`config.mk`:
```
export PLATFORM = sky130hd
export DESIGN_NAME = sdq_align
export DESIGN_NICKNAME = d
export VERILOG_FILES = /design/src/rtl/sdq_pkg.sv /design/src/rtl/sdq_rd_pipe.sv /design/src/rtl/sdq_mask_dly.sv /design/src/rtl/sdq_wr_gate.sv /design/src/rtl/sdq_align.sv
export SDC_FILE = /design/constraint.sdc
export NUM_CORES = 1
export LEC_CHECK = 0
export ABC_AREA = 1
export ABC_CLOCK_PERIOD_IN_PS = 1400
export BUFFER_PORTS_ARGS = -buffer_cell sky130_fd_sc_hd__buf_2
export CORE_AREA = 2 2 39 41
export DETAILED_ROUTE_END_ITERATION = 16
export DIE_AREA = 0 0 41 43
export MAX_ROUTING_LAYER = met4
export SETUP_SLACK_MARGIN = 0.3
export SKIP_LAST_GASP = 1
export SLEW_MARGIN = 20
export SYNTH_ARGS = -nofsm -noshare
export SYNTH_HDL_FRONTEND = slang
export SYNTH_SLANG_ARGS = --single-unit
```
`constraint.sdc`:
```
create_clock -name clk -period 1.4 [get_ports clk]
set_input_delay 0.07 -clock clk [delete_from_list [all_inputs] [get_ports clk]]
set_output_delay 0.07 -clock clk [all_outputs]
set_load 0.05 [all_outputs]
```
`src/rtl/sdq_pkg.sv`:
```
package sdq_pkg;
   typedef enum logic {
      LAT_TWO   = 1'b0,
      LAT_THREE = 1'b1
   } lat_e;

   localparam int MIN_LAT = 2;
   localparam int MAX_LAT = 3;
endpackage

```
`src/rtl/sdq_rd_pipe.sv`:
```
module sdq_rd_pipe #(
   parameter int DEPTH = sdq_pkg::MAX_LAT
) (
   input  logic clk,
   input  logic rst_n,
   input  logic adv,
   input  logic beat,
   input  logic kill,
   input  logic lat_sel,
   output logic valid
);
   import sdq_pkg::*;

   localparam int SHORT_TAP = DEPTH - 2;
   localparam int LONG_TAP  = DEPTH - 1;

   initial begin
      if (DEPTH < MIN_LAT) $error("sdq_rd_pipe: DEPTH below minimum latency");
   end

   logic [DEPTH-1:0] stage;

   always_ff @(posedge clk or negedge rst_n) begin
      if (!rst_n) begin
         stage <= '0;
      end else if (adv) begin
         if (kill) stage <= '0;
         else      stage <= {stage[DEPTH-2:0], beat};
      end
   end

   lat_e lat;
   assign lat   = lat_e'(lat_sel);
   assign valid = (lat == LAT_THREE) ? stage[LONG_TAP] : stage[SHORT_TAP];

   AST_PIPE_FROZEN: assert property (@(posedge clk) disable iff (!rst_n)
      !adv |=> $stable(stage)) else $error("read pipe moved while frozen");
endmodule

```
`src/rtl/sdq_mask_dly.sv`:
```
module sdq_mask_dly #(
   parameter int LANES = 2,
   parameter int DLY   = 2
) (
   input  logic             clk,
   input  logic             rst_n,
   input  logic             adv,
   input  logic [LANES-1:0] mask_in,
   output logic [LANES-1:0] mask_out
);
   initial begin
      if (DLY < 2)   $error("sdq_mask_dly: DLY must be at least 2");
      if (LANES < 1) $error("sdq_mask_dly: LANES must be at least 1");
   end

   for (genvar l = 0; l < LANES; l++) begin : g_lane
      logic [DLY-1:0] sh;
      always_ff @(posedge clk or negedge rst_n) begin
         if (!rst_n)   sh <= '0;
         else if (adv) sh <= {sh[DLY-2:0], mask_in[l]};
      end
      assign mask_out[l] = sh[DLY-1];
   end

   AST_MASK_FROZEN: assert property (@(posedge clk) disable iff (!rst_n)
      !adv |=> $stable(mask_out)) else $error("mask delay moved while frozen");
endmodule

```
`src/rtl/sdq_wr_gate.sv`:
```
module sdq_wr_gate #(
   parameter int LANES = 2
) (
   input  logic             run,
   input  logic             beat,
   input  logic [LANES-1:0] mask,
   output logic [LANES-1:0] strobe
);
   for (genvar l = 0; l < LANES; l++) begin : g_lane
      assign strobe[l] = run & beat & ~mask[l];
   end
endmodule

```
`src/rtl/sdq_align.sv`:
```
module sdq_align #(
   parameter int LANES = 2,
   parameter int DEPTH = sdq_pkg::MAX_LAT
) (
   input  logic             clk,
   input  logic             rst_n,
   input  logic             clk_en,
   input  logic             lat_sel,
   input  logic             rd_beat,
   input  logic             wr_beat,
   input  logic [LANES-1:0] mask,
   output logic             rd_valid,
   output logic [LANES-1:0] oe,
   output logic [LANES-1:0] wr_en
);
   localparam int MASK_DLY = 2;

   initial begin
      if (LANES < 1) $error("sdq_align: LANES must be at least 1");
   end

   logic             ce_q;
   logic [LANES-1:0] mask_d;

   always_ff @(posedge clk or negedge rst_n) begin
      if (!rst_n) ce_q <= 1'b1;
      else        ce_q <= clk_en;
   end

   sdq_rd_pipe #(.DEPTH(DEPTH)) u_pipe (
      .clk     (clk),
      .rst_n   (rst_n),
      .adv     (ce_q),
      .beat    (rd_beat & ~wr_beat),
      .kill    (wr_beat),
      .lat_sel (lat_sel),
      .valid   (rd_valid)
   );

   sdq_mask_dly #(.LANES(LANES), .DLY(MASK_DLY)) u_mask (
      .clk      (clk),
      .rst_n    (rst_n),
      .adv      (ce_q),
      .mask_in  (mask),
      .mask_out (mask_d)
   );

   sdq_wr_gate #(.LANES(LANES)) u_wr (
      .run    (ce_q),
      .beat   (wr_beat),
      .mask   (mask),
      .strobe (wr_en)
   );

   assign oe = {LANES{rd_valid}} & ~mask_d;

   AST_OE_NEEDS_VALID: assert property (@(posedge clk) disable iff (!rst_n)
      (|oe) |-> rd_valid) else $error("buffer enabled without valid data");
   AST_WR_CANCELS: assert property (@(posedge clk) disable iff (!rst_n)
      (wr_beat && ce_q) |=> (!rd_valid && oe == '0)) else $error("read survived write");
   AST_WR_FROZEN: assert property (@(posedge clk) disable iff (!rst_n)
      ($past(rst_n) && !$past(clk_en)) |-> wr_en == '0) else $error("strobe while frozen");
endmodule

```
---- Word-level counts from Yosys, hierarchy flattened ----
Cells that the tools add are included.
W data, S select, Z words.
word-level totals
  bits in registers ....................... 8
  input bits .............................. 8
  output and inout bits ................... 5
operators by class
  mux-type cells .......................... 2
  bitwise operators ....................... 9
operators with widths
  operator       count
  $and A1 B1 Y1  4
  $mux W3        1
  $not A1 Y1     3
  $and A2 B2 Y2  1
  $not A2 Y2     1
  $mux W1        1

---- Longest topological paths before layout ----
Gate-level depths: netlist of the first run.
  depth after elaboration ................. 3
  mapped depth ............................ 4
  mapped depth without buffers ............ 4

---- By module ----
From an unflattened synthesis of the first run, not the netlist that was laid out.
unflattened totals
  cells, all modules ...................... 45
  area, all modules ....................... 352.8 µm²
by module, submodules not included
  module        times used  cells an instance  area an instance (µm²)  sequential area each (µm²)
  sdq_mask_dly  1           19                 163.9                   100.1
  sdq_rd_pipe   1           17                 132.6                   75.1
  sdq_align     1           6                  45.0                    26.3
  sdq_wr_gate   1           3                  11.3                    0.0

---- Worst setup path before layout of the first run ----
No wires, ideal clock.
  kind .................................... register to output
  from .................................... reg ce_q
  to ...................................... out wr_en[0]
  arrival ................................. 1.295 ns
  data required time ...................... 1.330 ns
  setup slack ............................. 0.035 ns
  stages on the path, launching flop included .. 4
  cell sequence ........................... dfstp_2 buf_6 inv_6 nor3_2
on the way
  longest elaborated chain between the ends .. 2
RTL lines
  item                        line               source
  start: declaration          sdq_align.sv:22    logic ce_q;
  start signal: assignment    sdq_align.sv:27    else ce_q <= clk_en;
  $and A1 B1 Y1 (2 in a row)  sdq_wr_gate.sv:10  assign strobe[l] = run & beat & ~mask[l];
  end: declaration            sdq_align.sv:14    output logic [LANES-1:0] wr_en
No other way between the ends.

---- Worst setup path in the final report of the first run ----
  from .................................... reg ce_q
  to ...................................... out wr_en[1]
Same word-level chain as after synthesis.

==> results of run 1 <==
-- worst min path at each step --
stage                        from                            endpoint  slack, ns  cells after the start
after CTS                 rd_beat         u_pipe.stage[0]$_DFFE_PN0P_       0.06                      3
after floorplan             rst_n  u_mask.g_lane[0].sh[0]$_DFFE_PN0P_      -0.23                      0
after detailed placement    rst_n         u_pipe.stage[1]$_DFFE_PN0P_      -0.08                      1
after global placement      rst_n         u_pipe.stage[1]$_DFFE_PN0P_      -0.08                      1
after global routing      rd_beat         u_pipe.stage[0]$_DFFE_PN0P_       0.07                      3
final                     rd_beat         u_pipe.stage[0]$_DFFE_PN0P_       0.06                      3
-- synthesized netlist by cell type --
| cell type | n | area share [%] |
|---|---|---|
| nor3_2 | 2 | 5.5 |
| nand3_2 | 2 | 5.5 |
| nor2_1 | 2 | 2.0 |
| nand2_1 | 17 | 17 |
| buf_6 | 1 | 3.1 |
| dfstp_2 | 1 | 7.2 |
| dfrtp_1 | 7 | 48 |
| nand3_1 | 1 | 1.4 |
| inv_1 | 5 | 5.1 |
| inv_6 | 1 | 2.4 |
| o21ai_1 | 2 | 2.7 |
-- worst reg2reg max path, stage by stage (launching register included) --
cell	delay (ns)
dfstp_2	0.56
buf_4	0.18
nand3_1	0.09
nand2_1	0.08
-- power by group --
| group | total [mW] | internal (mW) | switching, mW |
|---|---|---|---|
| sequential | 0.268 | 0.251 | 0.0164 |
| clock | 0.189 | 0.109 | 0.0796 |
| combinational | 0.147 | 0.0605 | 0.0870 |
| total | 0.604 | 0.421 | 0.183 |
-- area by class of cell --
| class | count | share of cell area [%] |
|---|---|---|
| Clock buffer | 4 | 4.506 |
| Inverter | 6 | 4.721 |
| Multi-Input combinational cell | 26 | 28.54 |
| Sequential cell | 8 | 34.55 |
| Tap cell | 16 | 3.433 |
| Timing Repair Buffer | 17 | 24.25 |
-- metal layers --
layer	share of wire [%]	GRT usage, %
met4	1.9	10.00
met5	0	-
met2	46	15.94
met3	5.3	4.712
met1	47	14.09
-- cell usage in the layout (no fill, tap or decap), types with 2 or more instances in the layout --
| cell type | n |
|---|---|
| buf_2 | 7 |
| nand2_2 | 2 |
| nand2_1 | 14 |
| nand3_2 | 2 |
| inv_2 | 2 |
| dlygate4sd3_1 | 2 |
| nor2_4 | 2 |
| buf_8 | 2 |
| clkbuf_4 | 3 |
| nor3_4 | 2 |
| inv_1 | 3 |
| o21ai_1 | 2 |
| buf_4 | 3 |
| buf_6 | 3 |
| dfrtp_1 | 7 |
-- registers in the layout (all words and copies together) (netlist names) --
signal,flops
u_mask.g_lane.sh,4
u_pipe.stage,3
ce_q,1
-- through the flow --
stage | setup slack (ns) | instances | hold WS (ns) | area, um2 | total power [mW]
finish | 0.1718 | 77 | 0.06163 | 583.1 | 0.6041
CTS | 0.1580 | 77 | 0.05849 | 558.0 | 0.5977
global placement | 0.3611 | 69 | -0.07860 | 455.4 | 0.3739
floorplan | 0.1815 | 41 | -0.2256 | 379.1 | 0.3417
detailed placement | 0.3502 | 69 | -0.07773 | 455.4 | 0.3750
global route | 0.1099 | 77 | 0.06702 | 583.1 | 0.6492
-- what timing repair did --
item | 4_1_cts | 5_1_grt
setup endpoints to repair | 5 | 5
hold endpoints to repair | 9 | 0
gates resized for setup | 16 | 6
hold buffers | 2 | 0
pin swaps | 3 | 3
setup buffers | 2 | 0
-- kinds of logic (layout without fill, tap and decap cells) --
logic type             Yosys count  in the layout
buffers and inverters            7             27
AND/OR/NAND/NOR                 24             24
flip-flops                       8              8
AO/OA/AOI/OAI                    2              2
==> results.md, run 1 <==
- Status: completed
- Slowest-stage cell, CP: dfstp_2
- Final Max Tran Viols: 0
- Layout area overhead: 59.04%
- Num CTS Buffers: 3
- Root Buffer: clkbuf_4
- Initial antenna violation count: 0
- I/O pins: 13
- Number of remaining DRC errors: 0
- Ant diodes: 0
- Crit Path Class: reg -> out
- Post-Route WL: 741 um
- First-pass GRT wire length: 1.304 mm
- RePlAce Congestion: 0.7435
- Largest net degree at the start of global routing: 10
- Synthesis Warnings: 0
- Drt pass-1 iters: 3
- Tightest Pin Transition: 0.2783 ns
- Synthesized area: 366.6 um2
- Via density: 4.104
- Total track usage: 12.20%
- PwrDens: 1036 mW/mm2
- Crit path to: wr_en[1]
- Crit. Startpoint: ce_q$_DFF_PN1_
- Final hold viol count: 0
- CP Buf/Inv Count: 2
- Min cycle time layout: 1.228 ns
- Worst path arrival time: 1.16 ns
- DIE WIDTH: 41 um
- Worst path depth: 3
- Seq/Total Area, Yosys: 54.95%
- Reg-to-Reg End: u_pipe.stage[0]$_DFFE_PN0P_
- Multi-input gate area: 166.4 um2
- DR iter-0 viols: 6
- Clk_skew: 0.005699 ns
- # Max-Cap Violations: 0
- Register area: 201.4 um2
- Total core area: 0.001384 mm2
- Fillers: 136
- Worst r2r src: ce_q$_DFF_PN1_
- Worst vdd ir: 0.4846 mV
- Synth Area in Compound Gates: 2.730%
- Row count: 14
- Seq cells post-synth: 8
- Routed wire per std cell: 9.623 um
- CP delay by family, top: flip-flops
- Die height: 43 um
- R2R Setup Slk: 0.44 ns
- Syn_area_per_cell: 8.942 um2
- Via count: 316
- Sink Count: 8
- Vias in the first global route: 326
- Hold Path Class: in -> reg
- FF-to-FF path depth: 3
- CTS tree: yes
- Final nets: 70
- Slowest stage delay, CP: 0.56 ns
- Cell variety after synth: 11
- Adder and majority gate portion of the synthesized area: 0%
- RSZ-0062 raised after global routing: yes
- Largest family of logic cells by synthesized area: simple AND/OR/NAND/NOR gates
- Post-DP HPWL: 524.4 um
- Startpoint types: flip-flop
- Mux cell area share after synthesis: 0%
- Die area: 0.001763 mm2
- Post-synthesis instance total: 41
- Finished Core Util: 42.13%
- Count of final setup violators: 0
- Port bufs: 12
- Antenna-violating nets left: 0
- H-tree levels: 1
- Critical Path RT: 1.33 ns
- Simple-Gate Fraction of Synth Area: 31.74%
- Setup total negative slack: 0 ns
- Crit path capture type: output pin
- Final worst path period share: 87.73%
- Starting Density: 26.49%
- Layout cell share with drive strength beyond 1: 50.82%
- Max_slew headroom: 81.42%
- CP max FO: 7
- P_leak: 0.2979 nW
- Clk_lat worst skew: 0.25 ns
- Worst-case clock buffer depth: 2
- Xor/xnor cell area share of the yosys netlist: 0%
- Syn_nets: 49
- Crit-path cells: inv_6 > nor3_4 > buf_6
- Peak Freq: 0.8142 GHz
- Worst-path clk slew: 0.06 ns
- Grt ovf: 0
No activity file was read; power rests on OpenSTA's default activity.
==> run 2, diff against run 1 <==
ABC_CLOCK_PERIOD_IN_PS = 1140   (was 1400)
clock period = 1.14 ns   (was 1.4 ns; I/O delays follow)
==> run 2 against run 1 <==
- the flow now finishes with violations (negative setup slack)
- global-route usage fell by 1.6 points
- clock-buffer cell count did not move
- utilization rose by 2.4 points
==> results.md, run 2 (same netlist as run 1, synthesis figures left out) <==
- Layout cell share with drive strength beyond 1: 54.69% (was 50.82%)
- Worst-case clock buffer depth: 2 (unchanged)
- Failing checks: negative setup slack
- Root Buffer: clkbuf_4 (unchanged)
- Worst vdd ir: 0.4960 mV (was 0.4846 mV)
- DR iter-0 viols: 10 (was 6)
- Die height: 43 um (unchanged)
- I/O pins: 13 (unchanged)
- CP max FO: 3 (was 7)
- Via density: 4.225 (was 4.104)
- Slowest-stage cell, CP: dfstp_2 (unchanged)
- Min cycle time layout: 1.215 ns
- WL met1: 383 um (was 346 um)
- Die area: 0.001763 mm2 (unchanged)
- Critical Path RT: 1.08 ns (was 1.33 ns)
- Largest net degree at the start of global routing: 9 (was 10)
- Total track usage: 10.61% (was 12.20%)
- Pre-CTS WS: 0.1052 ns (was 0.3502 ns)
- Count of final setup violators: 3 (was 0)
- Total core area: 0.001384 mm2 (unchanged)
- Register area: 201.4 um2 (unchanged)
- Sink Count: 8 (unchanged)
- Slowest stage delay, CP: 0.57 ns (was 0.56 ns)
- Post-Route WL: 751 um (was 741 um)
- Biggest register: u_mask.g_lane.sh (unchanged)
- RePlAce Congestion: 0.6851 (was 0.7435)
- Row count: 14 (unchanged)
- Ant diodes: 0 (unchanged)
- Num CTS Buffers: 3 (unchanged)
- Met2 WL: 325 um (was 340 um)
- Port bufs: 12 (unchanged)
- Post-DP HPWL: 498.8 um (was 524.4 um)
- Status: finished, violations left (was completed)
- Final Max Tran Viols: 0 (unchanged)
- DIE WIDTH: 41 um (unchanged)
- Number of remaining DRC errors: 0 (unchanged)
- DR top layer: met3 (was met4)
- H-tree levels: 1 (unchanged)
- Most common cell after layout, fill and taps aside: nand2_1 (unchanged)
- Fillers: 122 (was 136)
- Crit path capture type: output pin (unchanged)
- Crit Path Class: reg -> out (unchanged)
- Final Power: 0.7632 mW (was 0.6041 mW)
- WHS: 0.02557 ns (was 0.06163 ns)
- Multi-input gate area: 166.4 um2 (unchanged)
- Final worst path period share: 106.6%
- RSZ-0062 raised after global routing: yes (unchanged)
- Clk_lat worst skew: 0.26 ns (was 0.25 ns)
- Drt pass-1 iters: 4 (was 3)
- Final hold viol count: 0 (unchanged)
- Final worst slack: -0.07507 ns (was 0.1718 ns)
- P_leak: 0.3095 nW (was 0.2979 nW)
- # Max-Cap Violations: 0 (unchanged)
- Max_slew headroom: 80.16% (was 81.42%)
- PwrDens: 1237 mW/mm2 (was 1036 mW/mm2)
- Met3 WL: 42 um (was 39 um)
- Hold Path Class: in -> reg (unchanged)
- Worst path arrival time: 1.16 ns (about the same)
- Crit-path cells: inv_6 > nor3_4 > buf_6 (unchanged)
- Routed wire per std cell: 9.388 um (was 9.623 um)
- Startpoint types: flip-flop (unchanged)
- Finished Core Util: 44.57% (was 42.13%)
- Clk_skew: 0.006918 ns (was 0.005699 ns)
- Top flop regs: u_mask.g_lane.sh: 4 flops, u_pipe.stage: 3 flops, ce_q: 1 flops (unchanged)
- Peak Freq: 0.8230 GHz
- Max reg flops: 4 (unchanged)
- Layout area overhead: 68.26% (was 59.04%)
- Starting Density: 26.49% (unchanged)
- Tightest Pin Transition: 0.2972 ns (was 0.2783 ns)
- Vias in the first global route: 287 (was 326)
- CTS tree: yes (unchanged)
- Grt ovf: 0 (unchanged)
- First-pass GRT wire length: 1.193 mm (was 1.304 mm)
- Via count: 338 (was 316)
- Final nets: 73 (was 70)
- Antenna-violating nets left: 0 (unchanged)
- Initial antenna violation count: 0 (unchanged)
- Leading cell types in the layout, fill and taps excluded: nand2_1, buf_2, dfrtp_1 (unchanged)
- Worst-path clk slew: 0.05 ns (was 0.06 ns)
==> run 2: cell types whose count changed in the layout (fill, tap and decap cells not counted), sizes merged <==
cell | before | now
buf | 15 | 18
inv | 6 | 5
clkinvlp | 0 | 1
==> run 2: path summary, 6_finish.rpt <==
path                                               startpoint                            endpoint  slack (ns)  depth (start not counted)
hold reg to reg            u_mask.g_lane[0].sh[0]$_DFFE_PN0P_  u_mask.g_lane[0].sh[0]$_DFFE_PN0P_        0.49                          2
setup reg to reg                               ce_q$_DFF_PN1_         u_pipe.stage[2]$_DFFE_PN0P_        0.11                          4
setup / recovery                               ce_q$_DFF_PN1_                            wr_en[1]       -0.08                          3
hold / removal                                        rd_beat         u_pipe.stage[0]$_DFFE_PN0P_        0.03                          3
min in group asynchronous                               rst_n  u_mask.g_lane[0].sh[1]$_DFFE_PN0P_        0.16                          2
max in group asynchronous                               rst_n                      ce_q$_DFF_PN1_        0.73                          2
==> run 2: worst max-delay path, delay by kind of cell, from the launching register on <==
family                 cells  cell delay [ns]
buffers and inverters      2             0.23
flip-flops                 1             0.57
AND/OR/NAND/NOR            1             0.11
==> run 2: power breakdown <==
group	total (mW)	internal, mW	switching [mW]
Sequential	0.329	0.309	0.0198
Clock	0.241	0.135	0.106
Combinational	0.194	0.0836	0.110
==> run 2: area by class of cell <==
type	count	area share (%)
clock buffers	4	4.260
inverters	6	5.071
repair buffers	20	27.79
flip-flops and latches	8	32.66
well taps	16	3.245
multi-input cells	26	26.98
==> run 2: metrics by stage <==
stage / area [um2] / setup TNS, ns / cells
floorplan: 410.4 / -0.03070 / 41
CTS: 609.3 / -0.1954 / 80
global route: 616.8 / -0.3436 / 80
global placement: 486.7 / 0 / 69
detailed placement: 486.7 / 0 / 69
finish: 616.8 / -0.1544 / 80
==> run 2: repair_timing <==
| action | CTS | global route |
|---|---|---|
| hold buffers | 2 | 0 |
| pin swaps | 3 | 1 |
| setup endpoints to repair | 12 | 12 |
| buffers inserted | 4 | 0 |
| endpoints found under the hold margin | 9 | 0 |
| gates cloned | 1 | 0 |
| resized for setup | 12 | 3 |
==> run 2: layer usage <==
metal  global-route usage, %  vias up
met5                       -        -
met4                   10.00        0
met3                   1.571        0
met2                   11.88       13
met1                   15.33      150
li1                        -      175
